[src/rtl/rename_alias_pkg.sv]
package rename_alias_pkg;

  // Where a resolved source value comes from.
  typedef enum logic [1:0] {
    SRC_ARCH   = 2'd0,
    SRC_TABLE  = 2'd1,
    SRC_BYPASS = 2'd2
  } src_origin_e;

  localparam int DEF_LANES     = 4;
  localparam int DEF_ARCH_REGS = 8;
  localparam int DEF_ROB_DEPTH = 40;

endpackage

[src/rtl/alias_store.sv]
module alias_store #(
  parameter int ARCH_REGS = 8,
  parameter int TW        = 6
) (
  input  logic                          clk,
  input  logic                          rst_n,
  input  logic                          flush,
  input  logic [ARCH_REGS-1:0]          wr_en,
  input  logic [ARCH_REGS-1:0][TW-1:0]  wr_tag,
  input  logic [ARCH_REGS-1:0]          clr_en,
  output logic [ARCH_REGS-1:0]          map_valid,
  output logic [ARCH_REGS-1:0][TW-1:0]  map_tag
);

  for (genvar a = 0; a < ARCH_REGS; a++) begin : g_ent
    always_ff @(posedge clk or negedge rst_n) begin
      if (!rst_n) begin
        map_valid[a] <= 1'b0;
        map_tag[a]   <= '0;
      end else if (flush) begin
        map_valid[a] <= 1'b0;
      end else if (wr_en[a]) begin
        map_valid[a] <= 1'b1;
        map_tag[a]   <= wr_tag[a];
      end else if (clr_en[a]) begin
        map_valid[a] <= 1'b0;
      end
    end

    // a write requested by the merge stage lands in the entry
    p_write_lands_r7: assert property (@(posedge clk) disable iff (!rst_n)
      !flush && wr_en[a] |=> map_valid[a] && map_tag[a] == $past(wr_tag[a]));
  end

endmodule

[src/rtl/dest_merge.sv]
module dest_merge #(
  parameter int LANES     = 4,
  parameter int ARCH_REGS = 8,
  parameter int AW        = 3,
  parameter int TW        = 6
) (
  input  logic [LANES-1:0]              lane_vld,
  input  logic [LANES-1:0][AW-1:0]      lane_dst,
  input  logic [LANES-1:0][TW-1:0]      lane_tag,
  input  logic                          ret_valid,
  input  logic [AW-1:0]                 ret_arch,
  input  logic [TW-1:0]                 ret_tag,
  input  logic [ARCH_REGS-1:0]          map_valid,
  input  logic [ARCH_REGS-1:0][TW-1:0]  map_tag,
  output logic [ARCH_REGS-1:0]          wr_en,
  output logic [ARCH_REGS-1:0][TW-1:0]  wr_tag,
  output logic [ARCH_REGS-1:0]          clr_en,
  output logic                          ret_hit
);

  // Youngest valid lane writing each register wins (later lanes overwrite).
  always_comb begin
    wr_en  = '0;
    wr_tag = '0;
    for (int a = 0; a < ARCH_REGS; a++) begin
      for (int j = 0; j < LANES; j++) begin
        if (lane_vld[j] && lane_dst[j] == AW'(a)) begin
          wr_en[a]  = 1'b1;
          wr_tag[a] = lane_tag[j];
        end
      end
    end
  end

  // Retire clears only while the entry still names the retiring tag,
  // and never over a same-cycle rename of that register.
  always_comb begin
    ret_hit = 1'b0;
    clr_en  = '0;
    for (int a = 0; a < ARCH_REGS; a++) begin
      if (ret_valid && ret_arch == AW'(a) && map_valid[a] && map_tag[a] == ret_tag) begin
        ret_hit = 1'b1;
        clr_en[a] = !wr_en[a];
      end
    end
  end

endmodule

[src/rtl/src_resolve.sv]
module src_resolve
  import rename_alias_pkg::*;
#(
  parameter int LANES     = 4,
  parameter int LANE      = 0,
  parameter int ARCH_REGS = 8,
  parameter int AW        = 3,
  parameter int TW        = 6
) (
  input  logic                          clk,
  input  logic                          rst_n,
  input  logic [LANES-1:0]              lane_vld,
  input  logic [LANES-1:0][AW-1:0]      lane_dst,
  input  logic [LANES-1:0][TW-1:0]      lane_tag,
  input  logic [AW-1:0]                 src_arch,
  input  logic [ARCH_REGS-1:0]          map_valid,
  input  logic [ARCH_REGS-1:0][TW-1:0]  map_tag,
  output logic                          inflight,
  output logic [TW-1:0]                 tag
);

  logic          tbl_vld;
  logic [TW-1:0] tbl_tag;
  logic          byp_hit;
  logic [TW-1:0] byp_tag;
  src_origin_e   origin;

  always_comb begin
    tbl_vld = 1'b0;
    tbl_tag = '0;
    for (int a = 0; a < ARCH_REGS; a++) begin
      if (src_arch == AW'(a)) begin
        tbl_vld = map_valid[a];
        tbl_tag = map_tag[a];
      end
    end
  end

  // Older lanes only; the last match is the youngest older producer.
  always_comb begin
    byp_hit = 1'b0;
    byp_tag = '0;
    for (int j = 0; j < LANES; j++) begin
      if (j < LANE && lane_vld[j] && lane_dst[j] == src_arch) begin
        byp_hit = 1'b1;
        byp_tag = lane_tag[j];
      end
    end
  end

  always_comb begin
    if (!lane_vld[LANE])  origin = SRC_ARCH;
    else if (byp_hit)     origin = SRC_BYPASS;
    else if (tbl_vld)     origin = SRC_TABLE;
    else                  origin = SRC_ARCH;
  end

  assign inflight = (origin != SRC_ARCH);
  assign tag      = (origin == SRC_BYPASS) ? byp_tag :
                    (origin == SRC_TABLE)  ? tbl_tag : '0;

  // an idle lane reports nothing
  p_idle_quiet_r9: assert property (@(posedge clk) disable iff (!rst_n)
    !lane_vld[LANE] |-> !inflight && tag == '0);

  if (LANE > 0) begin : g_chk
    // the immediately older lane writing this register always wins
    p_bypass_prev_r4: assert property (@(posedge clk) disable iff (!rst_n)
      lane_vld[LANE] && lane_vld[LANE-1] && lane_dst[LANE-1] == src_arch
      |-> inflight && tag == lane_tag[LANE-1]);
  end

endmodule

[src/rtl/rename_alias.sv]
module rename_alias
  import rename_alias_pkg::*;
#(
  parameter int LANES     = DEF_LANES,
  parameter int ARCH_REGS = DEF_ARCH_REGS,
  parameter int ROB_DEPTH = DEF_ROB_DEPTH,
  localparam int AW = $clog2(ARCH_REGS),
  localparam int TW = $clog2(ROB_DEPTH)
) (
  input  logic                      clk,
  input  logic                      rst_n,
  input  logic                      flush,
  input  logic [LANES-1:0]          grp_valid,
  input  logic [LANES-1:0][AW-1:0]  grp_dst,
  input  logic [LANES-1:0][AW-1:0]  grp_src_a,
  input  logic [LANES-1:0][AW-1:0]  grp_src_b,
  input  logic [LANES-1:0][TW-1:0]  grp_tag,
  input  logic                      ret_valid,
  input  logic [AW-1:0]             ret_arch,
  input  logic [TW-1:0]             ret_tag,
  output logic [LANES-1:0]          src_a_inflight,
  output logic [LANES-1:0][TW-1:0]  src_a_tag,
  output logic [LANES-1:0]          src_b_inflight,
  output logic [LANES-1:0][TW-1:0]  src_b_tag
);

  logic [ARCH_REGS-1:0]          map_valid;
  logic [ARCH_REGS-1:0][TW-1:0]  map_tag;
  logic [ARCH_REGS-1:0]          wr_en;
  logic [ARCH_REGS-1:0][TW-1:0]  wr_tag;
  logic [ARCH_REGS-1:0]          clr_en;
  logic                          ret_hit;

  dest_merge #(.LANES(LANES), .ARCH_REGS(ARCH_REGS), .AW(AW), .TW(TW)) u_merge (
    .lane_vld (grp_valid),
    .lane_dst (grp_dst),
    .lane_tag (grp_tag),
    .ret_valid(ret_valid),
    .ret_arch (ret_arch),
    .ret_tag  (ret_tag),
    .map_valid(map_valid),
    .map_tag  (map_tag),
    .wr_en    (wr_en),
    .wr_tag   (wr_tag),
    .clr_en   (clr_en),
    .ret_hit  (ret_hit)
  );

  alias_store #(.ARCH_REGS(ARCH_REGS), .TW(TW)) u_store (
    .clk      (clk),
    .rst_n    (rst_n),
    .flush    (flush),
    .wr_en    (wr_en),
    .wr_tag   (wr_tag),
    .clr_en   (clr_en),
    .map_valid(map_valid),
    .map_tag  (map_tag)
  );

  for (genvar k = 0; k < LANES; k++) begin : g_lane
    src_resolve #(.LANES(LANES), .LANE(k), .ARCH_REGS(ARCH_REGS), .AW(AW), .TW(TW)) u_a (
      .clk(clk), .rst_n(rst_n),
      .lane_vld(grp_valid), .lane_dst(grp_dst), .lane_tag(grp_tag),
      .src_arch(grp_src_a[k]), .map_valid(map_valid), .map_tag(map_tag),
      .inflight(src_a_inflight[k]), .tag(src_a_tag[k])
    );
    src_resolve #(.LANES(LANES), .LANE(k), .ARCH_REGS(ARCH_REGS), .AW(AW), .TW(TW)) u_b (
      .clk(clk), .rst_n(rst_n),
      .lane_vld(grp_valid), .lane_dst(grp_dst), .lane_tag(grp_tag),
      .src_arch(grp_src_b[k]), .map_valid(map_valid), .map_tag(map_tag),
      .inflight(src_b_inflight[k]), .tag(src_b_tag[k])
    );
  end

  // a matching retire with no competing rename empties the entry
  p_retire_clear_r6: assert property (@(posedge clk) disable iff (!rst_n)
    ret_valid && !flush && ret_hit && !wr_en[ret_arch]
    |=> !map_valid[$past(ret_arch)]);

  // a stale retire leaves the entry as it was
  p_retire_stale_r6: assert property (@(posedge clk) disable iff (!rst_n)
    ret_valid && !flush && map_valid[ret_arch] && map_tag[ret_arch] != ret_tag
    && !wr_en[ret_arch]
    |=> map_valid[$past(ret_arch)] && map_tag[$past(ret_arch)] == $past(map_tag[ret_arch]));

  // after a flush, lane 0 (no older producer) reads the architectural file
  p_flush_empty_r8: assert property (@(posedge clk) disable iff (!rst_n)
    flush ##1 grp_valid[0] |-> !src_a_inflight[0] && !src_b_inflight[0]);

endmodule

[config.mk]
export PLATFORM = sky130hd
export DESIGN_NAME = rename_alias
export DESIGN_NICKNAME = d
export VERILOG_FILES = /design/src/rtl/rename_alias_pkg.sv /design/src/rtl/alias_store.sv /design/src/rtl/dest_merge.sv /design/src/rtl/src_resolve.sv /design/src/rtl/rename_alias.sv
export SDC_FILE = /design/constraint.sdc
export NUM_CORES = 1
export LEC_CHECK = 0
export BUFFER_PORTS_ARGS = -buffer_cell sky130_fd_sc_hd__buf_2
export CAP_MARGIN = 10
export CORE_UTILIZATION = 35
export DETAILED_ROUTE_END_ITERATION = 6
export PLACE_DENSITY = 0.6
export RECOVER_POWER = 100
export SLEW_MARGIN = 20
export SYNTH_ARGS = -nofsm -noshare
export SYNTH_HDL_FRONTEND = slang
export SYNTH_SLANG_ARGS = --single-unit
[constraint.sdc]
create_clock -name clk -period 2.4 [get_ports clk]
set_clock_uncertainty 0.15 [all_clocks]
set_input_delay 0.24 -clock clk [delete_from_list [all_inputs] [get_ports clk]]
set_output_delay 0.24 -clock clk [all_outputs]
set_load 0.02 [all_outputs]
Word-level counts from Yosys, hierarchy flattened
Index checks and enable logic that the tools add are counted.
Word-level totals
  logic and storage cells: 543
  bits in registers: 56
  output and inout bits: 56
Cells by class
  equality and inequality tests: 127
  multiplexer cells: 286
  bitwise operators: 1
  reduce and logical (&&, ||, !) cells: 113
Operator list (number)
  6-bit 2-to-1 mux: 124
  3-bit equality test (second input constant): 52
  1-bit 2-to-1 mux: 148
  3-bit by 2-bit equality test with 1-bit output (second input constant): 26
  1-bit logical AND: 68
  6-bit equality test: 8
  3-bit by 1-bit equality test with 1-bit output (second input constant): 13
  3-bit zero test: 13
  3-bit equality test: 12
  2-bit 2-to-1 mux: 14
  3-bit nonzero test: 8
  2-bit by 1-bit equality test with 1-bit output (second input constant): 8
  2-bit equality test (second input constant): 8
  2-bit AND reduction: 8
  2-bit nonzero test: 8
  1-bit zero test: 8
  1-bit NOT: 1

Depth between registers and ports, before layout
Gate-level depths: netlist (run 1).
  depth after elaboration: 15
  gate-level depth with buffers: 9
  mapped depth without buffers: 5

Modules after synthesis
A second synthesis (run 1) with hierarchy kept.
Unflattened totals
  cell total of the unflattened synthesis: 1264
  area total of the unflattened synthesis: 10701.5 um^2
By module, submodules not included
  dest_merge: cells an instance 397, area each 2499.9 um^2, times used 1
  alias_store: cells an instance 145, area each 2183.3 um^2, times used 1
  src_resolve (g_lane[2].u_a ...): cells an instance 100, area each 855.8 um^2, times used 2
  src_resolve (g_lane[1].u_a ...): cells an instance 111, area each 818.3 um^2, times used 2
  src_resolve (g_lane[3].u_a ...): cells an instance 78, area each 757.0 um^2, times used 2
  src_resolve (g_lane[0].u_a ...): cells an instance 72, area each 578.1 um^2, times used 2

Least setup slack after synthesis (run 1)
OpenSTA, ideal clock, no wires.
  path type: input port to output port
  from: in grp_src_a[9] in the netlist's numbering
  to: out src_a_tag[22] in the netlist's numbering
  path slack: -0.017 ns
  data arrival time: 2.027 ns
  buffers on the path: 3
  data required time: 2.010 ns
  cell stages on the path: 8
  cells stage by stage: buf_4 -> xnor2_1 -> and4_1 -> buf_6 -> nor3b_2 -> or4b_1 -> buf_2 -> o32ai_2
RTL lines
  start: declaration: line rename_alias.sv:15  | input logic [LANES-1:0][AW-1:0] grp_src_a,
  end: declaration: line rename_alias.sv:22  | output logic [LANES-1:0][TW-1:0] src_a_tag,

==> impl_results.md, run 1 <==
- Met1 usage: 46.6%
- Largest net degree at the start of global routing: 57
- Via count: 12200
- DRC: 1
- Die width: 171 um
- Drt initial violations: 2013
- Transition time of the tightest slew-check pin: 1.46 ns
- Post-Syn Area: 9940 um2
- Gr usage total: 34.1%
- R2r setup slk: 0.17 ns
- Total congestion overflow: 0
- Relative slew slack: 2.85%
- DIE HEIGHT: 171 um
- Ant. Diodes: 0
- Synth top area share: 14.1%
- Synthesis-to-layout area growth: 30.1%
- Syn_nets: 1366
- DIE AREA: 29100 um2
- Dominant cells by area after synthesis: dfrtp_1 14%, mux2i_1 7.5%, mux4_2 7.2%
- Post-synth top cells: 121 x nor2_1, 120 x clkbuf_1, 118 x nand2_1
- PD cells: 553 nW/um2
- Worst Slack Setup Final: -0.231 ns
- Cells on worst reg2reg path: 5
- Layout cell share with drive strength beyond 1: 34.3%
- TritonCTS clock tree: yes
- Hold crit path type: input port to register
- Deepest clock path buffer count: 2
- Clk root buf: clkbuf_16
- Status: complete, but fails checks
- Port Buffers: 132
- Yosys cell types: 74
- Clock Sinks: 56
- Rows: 61
- Critical Path AT: 2.24 ns
- Initial antenna violation count: 0
- Nature of the critical path startpoint: register
- Via density: 6.73
- WP data required: 2.01 ns
- CORE AREA: 27900 um2
- Cells after synthesis: 1289
- Synth area leader: dfrtp_1
- Ys flop type: dfrtp_1
- Critical path origin: u_store.map_tag[26]$_DFFE_PN0P_
- Vias in the first global route: 11100
- Hold Slack: 0.311 ns
- Failing checks: design-rule violations, negative setup slack
- Setup TNS: -5.90 ns
- Max cap viols: 0
- Grt met2 use: 51.5%
- Global routing usage on met3: 5.53%
- Asr flop ratio synth: 100%
- Lkg Pwr: 0.00505 uW
- Crit-path cells: clkbuf_1 -> mux2i_1 -> nand2_1 -> o221ai_1 -> o22ai_2 -> buf_6
- Final Setup Violations: 53
- Ports: 133
- Routed wire length: 50500 um
- F_max: 380 MHz
- Final #Nets: 1518
- DR pass1 iterations: 7
- Routed Antenna Nets: 0
- Slowest Stage Delay on Critical Path: 0.65 ns
- H-tree Lvls: 2
- Num CTS Buffers: 5
- Synthesis warning total: 0
- Drt wl/cell: 27.8 um
- Period minus WS final: 2.63 ns
- Capturing point of the worst reg2reg path: u_store.map_valid[4]$_DFFE_PN0P_
- RSZ-0062 raised after global routing: yes
- Setup WS pre-CTS: -0.236 ns
- Worst-case vdd ir drop: 0.333 mV
- Final GP Congestion: 1.04
- Worst-path clk slew: 0.08 ns
- GRT Max-Usage Layer: met2
- Worst-path maximum fanout: 5
- Final hold viol count: 0
- First-pass GRT wire length: 73200 um
- Critical Path Sink: src_a_tag[20]
- Syn_area_per_cell: 7.71 um2
- Final period util: 110%
- Post-synth EDFFs: 0
- Final Max Slew Viols: 0
- Hold path startpoint: grp_tag[21]
- Critical-path top delay cell: dfrtp_1
- Worst-Skew Late Latency: 0.30 ns
- Starting Density: 35.7%
- Type of the worst setup path: register to output pin
- Most common cell in the synthesized netlist: nor2_1
- Seq/Total Area, Yosys: 14.1%
- Dpl hpwl: 37300 um
- Endpoint type of the worst setup path: output pin
- Reg2reg start: u_store.map_tag[26]$_DFFE_PN0P_
- Post-synthesis register bit count: 56
## placed cells by master, fill, tap and decap left out, types with 19 or more instances in the layout
master and n:
nor2b_1 22, buf_4 173, mux2_2 29, buf_2 82, xor2_1 29, dfrtp_1 39, nand4_1 21, a221oi_1 74
xnor2_1 55, nand2_1 113, mux2i_1 74, mux4_2 33, nor2_1 114, buf_6 50, a31oi_1 19, o21a_1 48
o311ai_0 46, o21ai_0 47
## stage by stage
step | instance area (um2) | util [%] | instances | total power [uW]
after floorplan | 9960 | - | 1289 | 3860
after global placement | 11900 | 42.6 | 1792 | 5810
after detailed placement | 11900 | 42.6 | 1792 | 5830
after CTS | 12300 | 44.3 | 1805 | 6730
after global routing | 12900 | 46.4 | 1820 | 7360
final | 12900 | 46.4 | 1820 | 7150
## layout make-up
cell class / count / area, um2
Clock buffer: 5 / 125
Inverter: 21 / 78.8
Sequential cell: 56 / 1420
Fill cell: 2725 / 14900
Multi-Input combinational cell: 1017 / 8150
Timing Repair Buffer: 340 / 2670
Clock inverter: 3 / 22.5
Tap cell: 378 / 473
## sequential cells by signal (all words and copies together) (netlist names)
name               cells
u_store.map_tag       48
u_store.map_valid      8
## critical path: cells and delay by family (launching register included)
kind                   cells  cell delay (ns)
AND/OR/NAND/NOR            1             0.09
buffers and inverters      2             0.58
flip-flops                 1             0.65
multiplexers               1             0.13
AO/OA/AOI/OAI              2             0.47
## routing by layer
layer,share of wire [%],up-vias
met5,0,-
met4,6.1,0
met3,12,205
met2,43,957
met1,40,5867
li1,-,5219
## power breakdown
group / switching, uW / internal [uW]
logic: 2350 / 2080
registers: 779 / 1170
clock network: 374 / 392
## worst min path at each step
| stage | endpoint | slack, ns | cells after the start |
|---|---|---|---|
| 2_1_floorplan | u_store.map_tag[0]$_DFFE_PN0P_ | -0.21 | 0 |
| 3_3_place_gp | u_store.map_tag[24]$_DFFE_PN0P_ | 0.27 | 2 |
| 3_5_place_dp | u_store.map_tag[26]$_DFFE_PN0P_ | 0.28 | 2 |
| 4_1_cts | u_store.map_tag[0]$_DFFE_PN0P_ | 0.28 | 4 |
| 5_1_grt | u_store.map_tag[27]$_DFFE_PN0P_ | 0.34 | 4 |
| 6_report | u_store.map_tag[27]$_DFFE_PN0P_ | 0.31 | 4 |
## timing repair
action                                 CTS  global route
pin swaps                               16            31
setup endpoints to repair               53            54
hold buffers                             1             0
setup buffers                            5            16
resized for setup                       79           143
endpoints found under the hold margin   56             0
## logic make-up (layout without fill, tap and decap cells)
group                     after synthesis  after routing  synth area share, %
AOI/OAI and AO/OA                     401            401                 30.7
muxes                                 140            140                 18.7
xor gates and xnor gates               84             84                 7.40
DFF                                    56             56                 14.1
and+or+nand+nor                       392            392                 20.0
buffers and inverters                 216            369                 9.12
Note: power is estimated with default switching activity, not from simulation.
==> inputs of run 2 (changes only) <==
--- a/config.mk
+++ b/config.mk
@@ -9,7 +9,7 @@
 export CAP_MARGIN = 10
 export CORE_UTILIZATION = 35
 export DETAILED_ROUTE_END_ITERATION = 6
-export PLACE_DENSITY = 0.6
+export PLACE_DENSITY = 0.62
 export RECOVER_POWER = 100
 export SLEW_MARGIN = 20
 export SYNTH_ARGS = -nofsm -noshare
==> constraint.sdc (replaced) <==
create_clock -name clk -period 2.2 [get_ports clk]
set_clock_uncertainty 0.15 [all_clocks]
set_input_delay 0.22 -clock clk [delete_from_list [all_inputs] [get_ports clk]]
set_output_delay 0.22 -clock clk [all_outputs]
set_load 0.02 [all_outputs]
==> run 2 against run 1 <==
Effect of this change: the run still ends with design-rule violations, negative setup slack left; global-route usage is 0.073 points higher; sequential share of layout area is 0.36 points lower; clock-buffer cell count stayed put; die area stayed put; combinational power is 18% higher; cell area is 3.2% higher; clock power is 6.9% higher; register-to-register slack worse by 0.07 ns; worst hold slack worse by 0.015 ns; via count is 0.93% higher; highest routed layer unchanged.
==> impl_results.md, run 2 (synthesis gave the netlist of run 1 again) <==
- Type of the worst setup path: register to output pin
- Multi-input logic area: 8040 um2 (-1.3%)
- Worst-Skew Late Latency: 0.30 ns (about the same)
- WL met2: 21300 um (-1.0%)
- Endpoint type of the worst setup path: output pin
- Layout cell share with drive strength beyond 1: 36.6% (+2.3 points)
- Final period util: 116%
- Nature of the critical path startpoint: register
- Routed wire length: 50300 um (-0.40%)
- Cells on worst reg2reg path: 6 (+1)
- Fillers: 2737 (+0.44%)
- First-pass GRT wire length: 74000 um (+1.1%)
- Largest register by flop count: u_store.map_tag
- Failing checks: design-rule violations, negative setup slack
- Pwr Total: 7990 uW (+12%)
- F_max: 391 MHz
- Hold path startpoint: grp_tag[21]
- Initial antenna violation count: 0 (unchanged)
- Worst-path maximum fanout: 7 (+2)
- PD cells: 599 nW/um2 (+8.4%)
- Drt wl/cell: 26.8 um (-3.6%)
- Die width: 171 um (unchanged)
- Total congestion overflow: 0 (unchanged)
- Hold crit path type: input port to register
- Most frequent cells in the layout: 221 x buf_4, 119 x nor2_1, 114 x nand2_1, 89 x buf_2, 74 x a221oi_1
- Slowest Stage Delay on Critical Path: 0.60 ns (-0.05 ns)
- Hold depth: 4 (unchanged)
- Switching share of power: 47.7% (-1.4 points)
- Worst Slack Setup Final: -0.355 ns (-0.124 ns)
- Drt initial violations: 1758 (-13%)
- RSZ-0062 raised after global routing: yes
- Reg area: 1420 um2 (-0.18%)
- H-tree Lvls: 2 (unchanged)
- NetSw: 3810 uW (+8.7%)
- Final #Nets: 1578 (+4.0%)
- DIE AREA: 29100 um2 (unchanged)
- Max Used Layer: met4
- Critical-path top delay cell: or4b_4
- Most numerous cell on the critical path: buf_6
- Starting Density: 35.7% (unchanged)
- R2r setup slk: 0.10 ns (-0.07 ns)
- WP data required: 1.83 ns (-0.18 ns)
- DRC: 1 (unchanged)
- Buf/Inv on CP: 2 (unchanged)
- Final GP Congestion: 1.06 (+1.7%)
- Hold Slack: 0.296 ns (-0.0150 ns)
- Worst-path clk slew: 0.08 ns (about the same)
- CORE AREA: 27900 um2 (unchanged)
- Deepest clock path buffer count: 2 (unchanged)
- Final Util: 47.9% (+1.5 points)
- Top delay family on crit path: simple AND/OR/NAND/NOR gates
- Routed Antenna Nets: 0 (unchanged)
- Flop pwr share: 24.3% (-3.0 points)
- Crit-path cells: buf_6 -> mux4_2 -> nor2_2 -> or4b_4 -> o32ai_4 -> buf_6
- Num CTS Buffers: 5 (unchanged)
- Top Registers: u_store.map_tag: 48 flops, u_store.map_valid: 8 flops
- Largest net degree at the start of global routing: 57 (unchanged)
- Critical Path AT: 2.18 ns (-0.06 ns)
- Reg2reg start: u_store.map_tag[10]$_DFFE_PN0P_
- Status: complete, but fails checks
- Final Setup Violations: 62 (+17%)
- Rows: 61 (unchanged)
- DR pass1 iterations: 7 (unchanged)
- Max cap viols: 0 (unchanged)
- Ports: 133 (unchanged)
- Setup TNS: -14.64 ns (-8.74 ns)
- Clk root buf: clkbuf_16
- Commonest non-fill, non-tap cell in the layout: buf_4
- DIE HEIGHT: 171 um (unchanged)
- Lkg Pwr: 0.00538 uW (+6.6%)
- Vias in the first global route: 11500 (+3.3%)
- Relative slew slack: 4.68% (+1.8 points)
- Dpl hpwl: 38100 um (+2.1%)
- Internal: 4180 uW (+15%)
- TritonCTS clock tree: yes
- Via density: 6.58 (-2.3%)
- Via count: 12400 (+0.93%)
- Gr usage total: 34.2% (+0.073 points)
- Clock Sinks: 56 (unchanged)
- Gate power share: 65.4% (+3.4 points)
- Clock share of power: 10.3% (-0.4 points)
- Period minus WS final: 2.55 ns
- Transition time of the tightest slew-check pin: 1.43 ns (-0.0274 ns)
- Hold Path Sink: u_store.map_tag[39]$_DFFE_PN0P_
- Final hold viol count: 0 (unchanged)
- Final Max Slew Viols: 0 (unchanged)
- Ant. Diodes: 0 (unchanged)
- Capturing point of the worst reg2reg path: u_store.map_valid[1]$_DFFE_PN0P_
- Setup WS pre-CTS: -0.326 ns (-0.0906 ns)
- Metal-1 WL: 20100 um (+0.25%)
- Max reg flops: 48 (unchanged)
- Met3 WL: 5420 um (-7.4%)
- Synthesis-to-layout area growth: 34.2%
- Worst-case vdd ir drop: 0.366 mV (+9.7%)
- Port Buffers: 132 (unchanged)
[run 2: changes by cell type in the layout (fill, tap and decap cells not counted), moves of 5 or more]
cell and change:
nor2_1 +5, buf_12 +9, buf_2 +7, buf_6 -6, buf_4 +48, nor2_4 -6
[run 2: area by class of cell]
type	count	area share [%]
timing repair buffer	400	23.9
multi-input combinational	1017	60.2
clock inverter	3	0.159
sequential	56	10.6
inverter	21	0.591
clock buffer	5	0.937
tap	378	3.54
[run 2: worst reg2reg max path, delay by kind of cell, from the launching register on]
family,cells,cell delay [ns]
flip-flops,1,0.59
AND/OR/NAND/NOR,3,0.47
buffers and inverters,1,0.34
AO/OA/AOI/OAI,1,0.27
XOR/XNOR,1,0.18
[run 2: stage by stage]
stage          std cells  area (um2)
6_report            1880       13300
5_1_grt             1880       13300
4_1_cts             1878       13200
3_5_place_dp        1856       12500
3_3_place_gp        1856       12500
2_1_floorplan       1289       10000
[run 2: worst max-delay path by stage]
stage                                           startpoint       endpoint  slack [ns]  cells past startpoint
after global routing      u_store.map_valid[7]$_DFFE_PN0P_  src_b_tag[16]       -0.40                      6
after CTS                 u_store.map_valid[1]$_DFFE_PN0P_  src_a_tag[22]       -0.32                      7
final                     u_store.map_valid[1]$_DFFE_PN0P_  src_a_tag[22]       -0.35                      6
after floorplan                              grp_src_b[10]  src_b_tag[18]       -0.08                      7
after detailed placement                     grp_src_a[11]  src_a_tag[22]       -0.33                      8
after global placement                       grp_src_a[11]  src_a_tag[22]       -0.35                      8
[run 2: power groups by stage]
stage / registers (uW) / clock network [uW] / logic (uW)
after floorplan: 1360 / 0 / 2880
after global placement: 1900 / 0 / 4740
after global routing: 1920 / 868 / 5430
after CTS: 1890 / 824 / 5000
after detailed placement: 1910 / 0 / 4770
final: 1940 / 820 / 5230
[run 2: timing repair]
action / 4_1_cts / 5_1_grt
setup buffers: 13 / 4
gates resized for setup: 129 / 48
pin swaps: 31 / 10
endpoints found under the hold margin: 56 / 0
setup endpoints to repair: 56 / 57
hold buffers: 1 / 0
[run 2: layer usage]
metal / up-vias / global-route usage, %
li1: 5347 / -
met1: 5839 / 46.1
met2: 952 / 51.2
met3: 224 / 4.93
met4: 0 / 21.7
met5: - / 0
